[config.mk]
export PLATFORM = sky130hd
export DESIGN_NAME = stage_ctl_pipe
export DESIGN_NICKNAME = d
export VERILOG_FILES = /design/src/rtl/stage_ctl_pkg.sv /design/src/rtl/stage_ctl_decode.sv /design/src/rtl/stage_ctl_reg.sv /design/src/rtl/stage_ctl_pipe.sv
export SDC_FILE = /design/constraint.sdc
export NUM_CORES = 1
export LEC_CHECK = 0
export BUFFER_PORTS_ARGS = -buffer_cell sky130_fd_sc_hd__buf_2
export CAP_MARGIN = 0
export CORE_AREA = 2 2 39 41
export CTS_BUF_LIST = sky130_fd_sc_hd__clkbuf_16
export DETAILED_ROUTE_END_ITERATION = 12
export DIE_AREA = 0 0 41 43
export PLACE_DENSITY = 0.67
export SYNTH_ARGS = -nofsm -noshare
export SYNTH_HDL_FRONTEND = slang
export SYNTH_SLANG_ARGS = --single-unit
[constraint.sdc]
create_clock -name clk -period 1.21 [get_ports clk]
set_input_delay 0.1815 -clock clk [delete_from_list [all_inputs] [get_ports clk]]
set_output_delay 0.1815 -clock clk [all_outputs]
set_load 0.005 [all_outputs]
[src/rtl/stage_ctl_pkg.sv]
package stage_ctl_pkg;

    typedef struct packed {
        logic       dst_sel;
        logic [1:0] alu_op;
        logic       imm_sel;
    } ex_bundle_t;

    typedef struct packed {
        logic branch;
        logic mem_rd;
        logic mem_wr;
    } m_bundle_t;

    typedef struct packed {
        logic reg_wr;
        logic mem_to_reg;
    } wb_bundle_t;

    typedef struct packed {
        ex_bundle_t ex;
        m_bundle_t  m;
        wb_bundle_t wb;
    } idex_ctl_t;

    typedef struct packed {
        m_bundle_t  m;
        wb_bundle_t wb;
    } exmem_ctl_t;

    typedef enum logic [2:0] {
        CLS_NONE   = 3'd0,
        CLS_ALU    = 3'd1,
        CLS_LOAD   = 3'd2,
        CLS_STORE  = 3'd3,
        CLS_BRANCH = 3'd4
    } instr_class_t;

    localparam int EX_W    = $bits(ex_bundle_t);
    localparam int M_W     = $bits(m_bundle_t);
    localparam int WB_W    = $bits(wb_bundle_t);
    localparam int IDEX_W  = $bits(idex_ctl_t);
    localparam int EXMEM_W = $bits(exmem_ctl_t);

endpackage

[src/rtl/stage_ctl_decode.sv]
module stage_ctl_decode
    import stage_ctl_pkg::*;
#(
    parameter int             OPW       = 6,
    parameter logic [OPW-1:0] OP_ALU    = 'h00,
    parameter logic [OPW-1:0] OP_LOAD   = 'h23,
    parameter logic [OPW-1:0] OP_STORE  = 'h2B,
    parameter logic [OPW-1:0] OP_BRANCH = 'h04
) (
    input  logic [OPW-1:0] opcode,
    output instr_class_t   cls,
    output idex_ctl_t      ctl
);

    always_comb begin
        if (opcode == OP_ALU)         cls = CLS_ALU;
        else if (opcode == OP_LOAD)   cls = CLS_LOAD;
        else if (opcode == OP_STORE)  cls = CLS_STORE;
        else if (opcode == OP_BRANCH) cls = CLS_BRANCH;
        else                          cls = CLS_NONE;
    end

    always_comb begin
        ctl = '0;
        unique case (cls)
            CLS_ALU: begin
                ctl.ex.dst_sel   = 1'b1;
                ctl.ex.alu_op    = 2'b10;
                ctl.wb.reg_wr    = 1'b1;
            end
            CLS_LOAD: begin
                ctl.ex.imm_sel   = 1'b1;
                ctl.m.mem_rd     = 1'b1;
                ctl.wb.reg_wr    = 1'b1;
                ctl.wb.mem_to_reg = 1'b1;
            end
            CLS_STORE: begin
                ctl.ex.imm_sel   = 1'b1;
                ctl.m.mem_wr     = 1'b1;
            end
            CLS_BRANCH: begin
                ctl.ex.alu_op    = 2'b01;
                ctl.m.branch     = 1'b1;
            end
            CLS_NONE: begin
                ctl = '0;
            end
            default: begin
                ctl = '0;
            end
        endcase
    end

    // a memory write must never also write the register file
    always_comb begin
        if (ctl.m.mem_wr)
            p_store_no_regwr_r3: assert (!ctl.wb.reg_wr);
    end

endmodule

[src/rtl/stage_ctl_reg.sv]
module stage_ctl_reg #(
    parameter int W = 4
) (
    input  logic         clk,
    input  logic         rst,
    input  logic         clr,
    input  logic [W-1:0] d,
    output logic [W-1:0] q
);

    always_ff @(posedge clk) begin
        if (rst || clr) q <= '0;
        else            q <= d;
    end

endmodule

[src/rtl/stage_ctl_pipe.sv]
module stage_ctl_pipe
    import stage_ctl_pkg::*;
#(
    parameter int OPW = 6
) (
    input  logic           clk,
    input  logic           rst,
    input  logic [OPW-1:0] opcode,
    input  logic           stall,
    input  logic           flush,
    output logic [EX_W-1:0] ex_ctl,
    output logic [M_W-1:0]  mem_ctl,
    output logic [WB_W-1:0] wb_ctl
);

    instr_class_t dec_cls;
    idex_ctl_t    dec_ctl;
    idex_ctl_t    idex_q;
    exmem_ctl_t   exmem_d;
    exmem_ctl_t   exmem_q;
    wb_bundle_t   memwb_q;
    logic         bubble;

    assign bubble = stall | flush;

    stage_ctl_decode #(.OPW(OPW)) u_decode (
        .opcode (opcode),
        .cls    (dec_cls),
        .ctl    (dec_ctl)
    );

    stage_ctl_reg #(.W(IDEX_W)) u_idex (
        .clk (clk),
        .rst (rst),
        .clr (bubble),
        .d   (dec_ctl),
        .q   (idex_q)
    );

    assign exmem_d.m  = idex_q.m;
    assign exmem_d.wb = idex_q.wb;

    stage_ctl_reg #(.W(EXMEM_W)) u_exmem (
        .clk (clk),
        .rst (rst),
        .clr (1'b0),
        .d   (exmem_d),
        .q   (exmem_q)
    );

    stage_ctl_reg #(.W(WB_W)) u_memwb (
        .clk (clk),
        .rst (rst),
        .clr (1'b0),
        .d   (exmem_q.wb),
        .q   (memwb_q)
    );

    assign ex_ctl  = idex_q.ex;
    assign mem_ctl = exmem_q.m;
    assign wb_ctl  = memwb_q;

    // a stall leaves a full bubble in the execute stage
    p_stall_bubble_r7: assert property (@(posedge clk) disable iff (rst)
        stall |=> (idex_q == '0));

    // a flush leaves a full bubble in the execute stage
    p_flush_bubble_r8: assert property (@(posedge clk) disable iff (rst)
        flush |=> (idex_q == '0 && ex_ctl == '0));

    // memory bundle is the one the execute stage held a cycle earlier
    p_mem_follows_r6: assert property (@(posedge clk) disable iff (rst)
        !$past(rst) |-> (mem_ctl == $past(idex_q.m)));

    // write-back bundle is the one the memory stage held a cycle earlier
    p_wb_follows_r6: assert property (@(posedge clk) disable iff (rst)
        !$past(rst) |-> (wb_ctl == $past(exmem_q.wb)));

    // memory-stage actions are mutually exclusive
    p_mem_onehot_r10: assert property (@(posedge clk) disable iff (rst)
        $onehot0(mem_ctl));

    // selecting memory data for write-back implies a register write
    p_wb_consistent_r10: assert property (@(posedge clk) disable iff (rst)
        wb_ctl[0] |-> wb_ctl[1]);

endmodule

# Word level (Yosys, flattened, before mapping)
# Cells that the tools add are included.
# word_totals
reg_bits	16
input_bits	10
output_inout_bits	9
wordCells	26
# classes
n_eq_ne	7
n_mux	11
n_bitwise	1
n_reduce_logical	4
# op_table
cell	count
== test 6 bit (second input constant)	2
two-way mux 3 bit	4
== test 3 x 2 -> 1 bit (second input constant)	2
== test 6 x 3 -> 1 bit (second input constant)	1
zero test 6 bit	1
two-way mux 1 bit	6
one-hot mux 2 bit (2 select lines)	1
OR reduction 2 bit	2
== test 3 x 1 -> 1 bit (second input constant)	1
== test 3 bit (second input constant)	1
logical OR 1 bit	1
bitwise OR 1 bit	1

# Depth between registers and ports, before layout
# logic_depth
word_depth	8
depth_mapped	3
mapped_depth_nobuf	2

# By module
# Synthesis repeated with hierarchy kept, for this count alone.
# hier_totals
cells_unflattened	56
hier_area_um2	660.6
# by_module_without_submodules
mod	n_inst	cells_each	area_each_um2	seq_area_each_um2
stage_ctl_reg at u_idex	1	20	315.3	180.2
stage_ctl_decode	1	20	142.6	0.0
stage_ctl_reg at u_exmem	1	10	137.6	100.1
stage_ctl_reg at u_memwb	1	4	55.1	40.0
stage_ctl_pipe	1	2	10.0	0.0

# Worst setup path before layout
# OpenSTA, ideal clock, no wires.
# synth_path
path_type	input port to flip-flop
from	input port flush
to	register u_idex.q[2]
setup_ns	0.087
arrival_time_ns	1.058
required_ns	1.123
setup_slack_ns	0.064
stages	3
n_path_buf	1
cell_sequence	or4_1 > buf_2 > nor4b_2
# synth_via
elab_chain_len	2
# synth_rtl
item	line_no	source
start, declared	stage_ctl_pipe.sv:10	input logic flush,
bitwise OR 1 bit	stage_ctl_pipe.sv:24	assign bubble = stall | flush;
logical OR 1 bit	stage_ctl_reg.sv:12	if (rst || clr) q <= '0;
end signal, assigned	stage_ctl_reg.sv:12	
end signal, assigned	stage_ctl_reg.sv:13	else q <= d;
end, declared	stage_ctl_reg.sv:8	output logic [W-1:0] q
# No other way between the ends.
# A chain may end at the register's enable or synchronous reset.

# Final worst setup path
# layout_path
from	input port flush
to	register u_idex.q[1]
# The elaborated chain is that of the path after synthesis.

==> run metrics <==
status finished clean; Hold Buf Count CTS 0; initial detailed-routing violation count 2; Setup Fix Bufs, Post-CTS 0; fin area ~580 um^2; crit share post-route 90.2%; IO Pins 19; die footprint about 1800 um^2; first-pass GRT wire length around 950 um; Pleak 0.267 nW; reg2reg setup slack roughly 0.7 ns; Pwr Density about 1800 nW/um^2; Setup WS pre-CTS -0.148 ns; Reg clk slew, reported paths around 0.04 ns; Setup crit start kind primary input; Die X about 41 um; crit path capture type register; vias between 200 and 300; sequential share of the synthesized area about three fifths; Arr. time, crit path ~1.2 ns; Critical R2R Capture u_exmem.q[1]$_SDFF_PP0_; Root Driver clkbuf_16; worst setup path start flush; Synth cell types 13; MaxCap Viol Count 0; synthesized flop and latch total 13; worst setup margin 0.119 ns; DR pass1 iterations 3; DRT antenna net count 0; Synth area leader dfxtp_1; WL/cell around 9.4 um; Setup Viol. Count Final 0; number of diodes 0; pin count of the biggest net entering global routing 8; final hold viol count 0; non-filler cells, final 69; Min-Delay Path Class primary input to register; Mapped Avg Cell Area 11.6 um^2; critical path endpoint u_idex.q[1]$_SDFF_PP0_; Total GRT Usage 8.76%; via count of the first global-routing pass 233; Fill cells approximately 130; area added between synthesis and finish 31.6%; min cycle time layout 1.09 ns; launch point of the worst reg-to-reg path u_idex.q[1]$_SDFF_PP0_; Synth Warn # 0; Pwr Total 1.06 mW; register area around 260 um^2; nets 64; Multi-input gate area 118 um^2; Post-Route WL roughly 650 um; top cells by area, synth dfxtp_1 (59%), buf_4 (12%), nor2b_1 (7.1%), nor4_1 (5.7%), a2111oi_2 (3.4%); clock skew 0.000705 ns; Syn Std Cell Area between 400 and 500 um^2; layout cells sized above 1 around 45%; IO buf count 18; Die Y about 43 um; # DRC 0; Critical Setup Path Class primary input to register; Mapped Cells 38; initial antenna violation count 0; post-DP HPWL a little over 500 um; CTS tree yes; Worst Path Required about 1.3 ns; VDD IR max 759 uV; gpl congestion ~0.65; Num CTS Buffers 3; Max Fclk 917 MHz; Synth top area share 59.3%; Slew headroom 80.0%; clock network latency to the later pin of the worst-skew pair roughly 0.24 ns; Overflow after GRT 0; Crit Path Max Fanout 7; Cells after DPL 65; row cnt 14; Worst Tran Pin Value approximately 0.3 ns; post-cts resize count 0; Via density between 4 and 5; syn_nets 48; initial core utilization a little under a third; worst r2r path cells 1; Num Clock Sinks 13; Cell Area, Placed about 500 um^2; Max Slew Vio Count 0; CTS max path bufs 2; htree depth 1; floorplan core area approximately 1400 um^2; RSZ-0062 raised after global routing no
[metrics by stage]
step | hold slack, ns | TNS, ns | util [%]
final | 0.197 | 0 | 41.8
after global routing | 0.209 | 0 | 41.8
after CTS | 0.194 | 0 | 41.8
after detailed placement | 0.425 | -0.698 | 36.1
after global placement | 0.416 | -0.577 | 36.1
after floorplan | 0.253 | 0 | -
[critical path, stage by stage]
cell and delay [ns]:
buf_2 0.09, or4_1 0.65, a2111oi_2 0.29
[cell families (layout without fill, tap and decap cells)]
logic type,after synthesis,count (layout),share of synthesized area [%]
buf+inv,9,24,14.0
simple gates,15,15,23.4
flops,13,13,59.3
compound gates,1,1,3.42
[how the worst min path moves through the flow]
stage / start / endpoint / slack, ns / cells after the start
final: opcode[2] / u_idex.q[2]$_SDFF_PP0_ / 0.20 / 2
after global routing: opcode[2] / u_idex.q[2]$_SDFF_PP0_ / 0.21 / 2
after CTS: opcode[3] / u_idex.q[6]$_SDFF_PP0_ / 0.19 / 2
after detailed placement: u_exmem.q[1]$_SDFF_PP0_ / u_memwb.q[1]$_SDFF_PP0_ / 0.43 / 1
after global placement: u_idex.q[1]$_SDFF_PP0_ / u_exmem.q[1]$_SDFF_PP0_ / 0.42 / 1
after floorplan: opcode[2] / u_idex.q[2]$_SDFF_PP0_ / 0.25 / 1
[cells in the final DEF (no fill, tap or decap)]
master,Yosys,final
buf_2,1,18
dfxtp_1,13,13
nor2b_1,5,5
nor4_1,4,4
clkbuf_16,0,3
inv_1,1,2
or3_1,1,1
nand3_1,1,1
or4_1,1,1
a2111oi_2,1,1
and2b_1,1,1
nor3_1,1,1
nor4b_2,1,1
buf_4,7,1
[cell usage after synthesis]
library cell / number
dfxtp_1: 13
buf_4: 7
nor2b_1: 5
nor4_1: 4
a2111oi_2: 1
and2b_1: 1
buf_2: 1
inv_1: 1
nand3_1: 1
nor3_1: 1
nor4b_2: 1
or3_1: 1
or4_1: 1
[layer usage]
metal  part of all wire, %  track usage [%]
met4                     0             8.00
met2                    46             10.0
met1                    46             11.0
met5                     0                0
met3                   7.6             4.71
[where the power goes]
| part | leakage, nW | internal (mW) | switching (mW) |
|---|---|---|---|
| Clock | 0.0423 | 0.434 | 0.164 |
| Sequential | 0.105 | 0.431 | 0.000148 |
| Combinational | 0.120 | 0.0163 | 0.0190 |
| Total | 0.267 | 0.881 | 0.183 |
[layout make-up]
class | instances | share of cell area, %
Clock buffer | 3 | 13.0
Multi-Input combinational cell | 16 | 20.3
Clock inverter | 1 | 0.649
Timing Repair Buffer | 19 | 16.9
Sequential cell | 13 | 45.0
Tap cell | 16 | 3.46
Inverter | 1 | 0.649
[sequential cells by signal, summed over array words and instances (netlist names)]
signal,cells
u_exmem.q,4
u_idex.q,7
u_memwb.q,2
No activity file was read; power rests on OpenSTA's default activity.
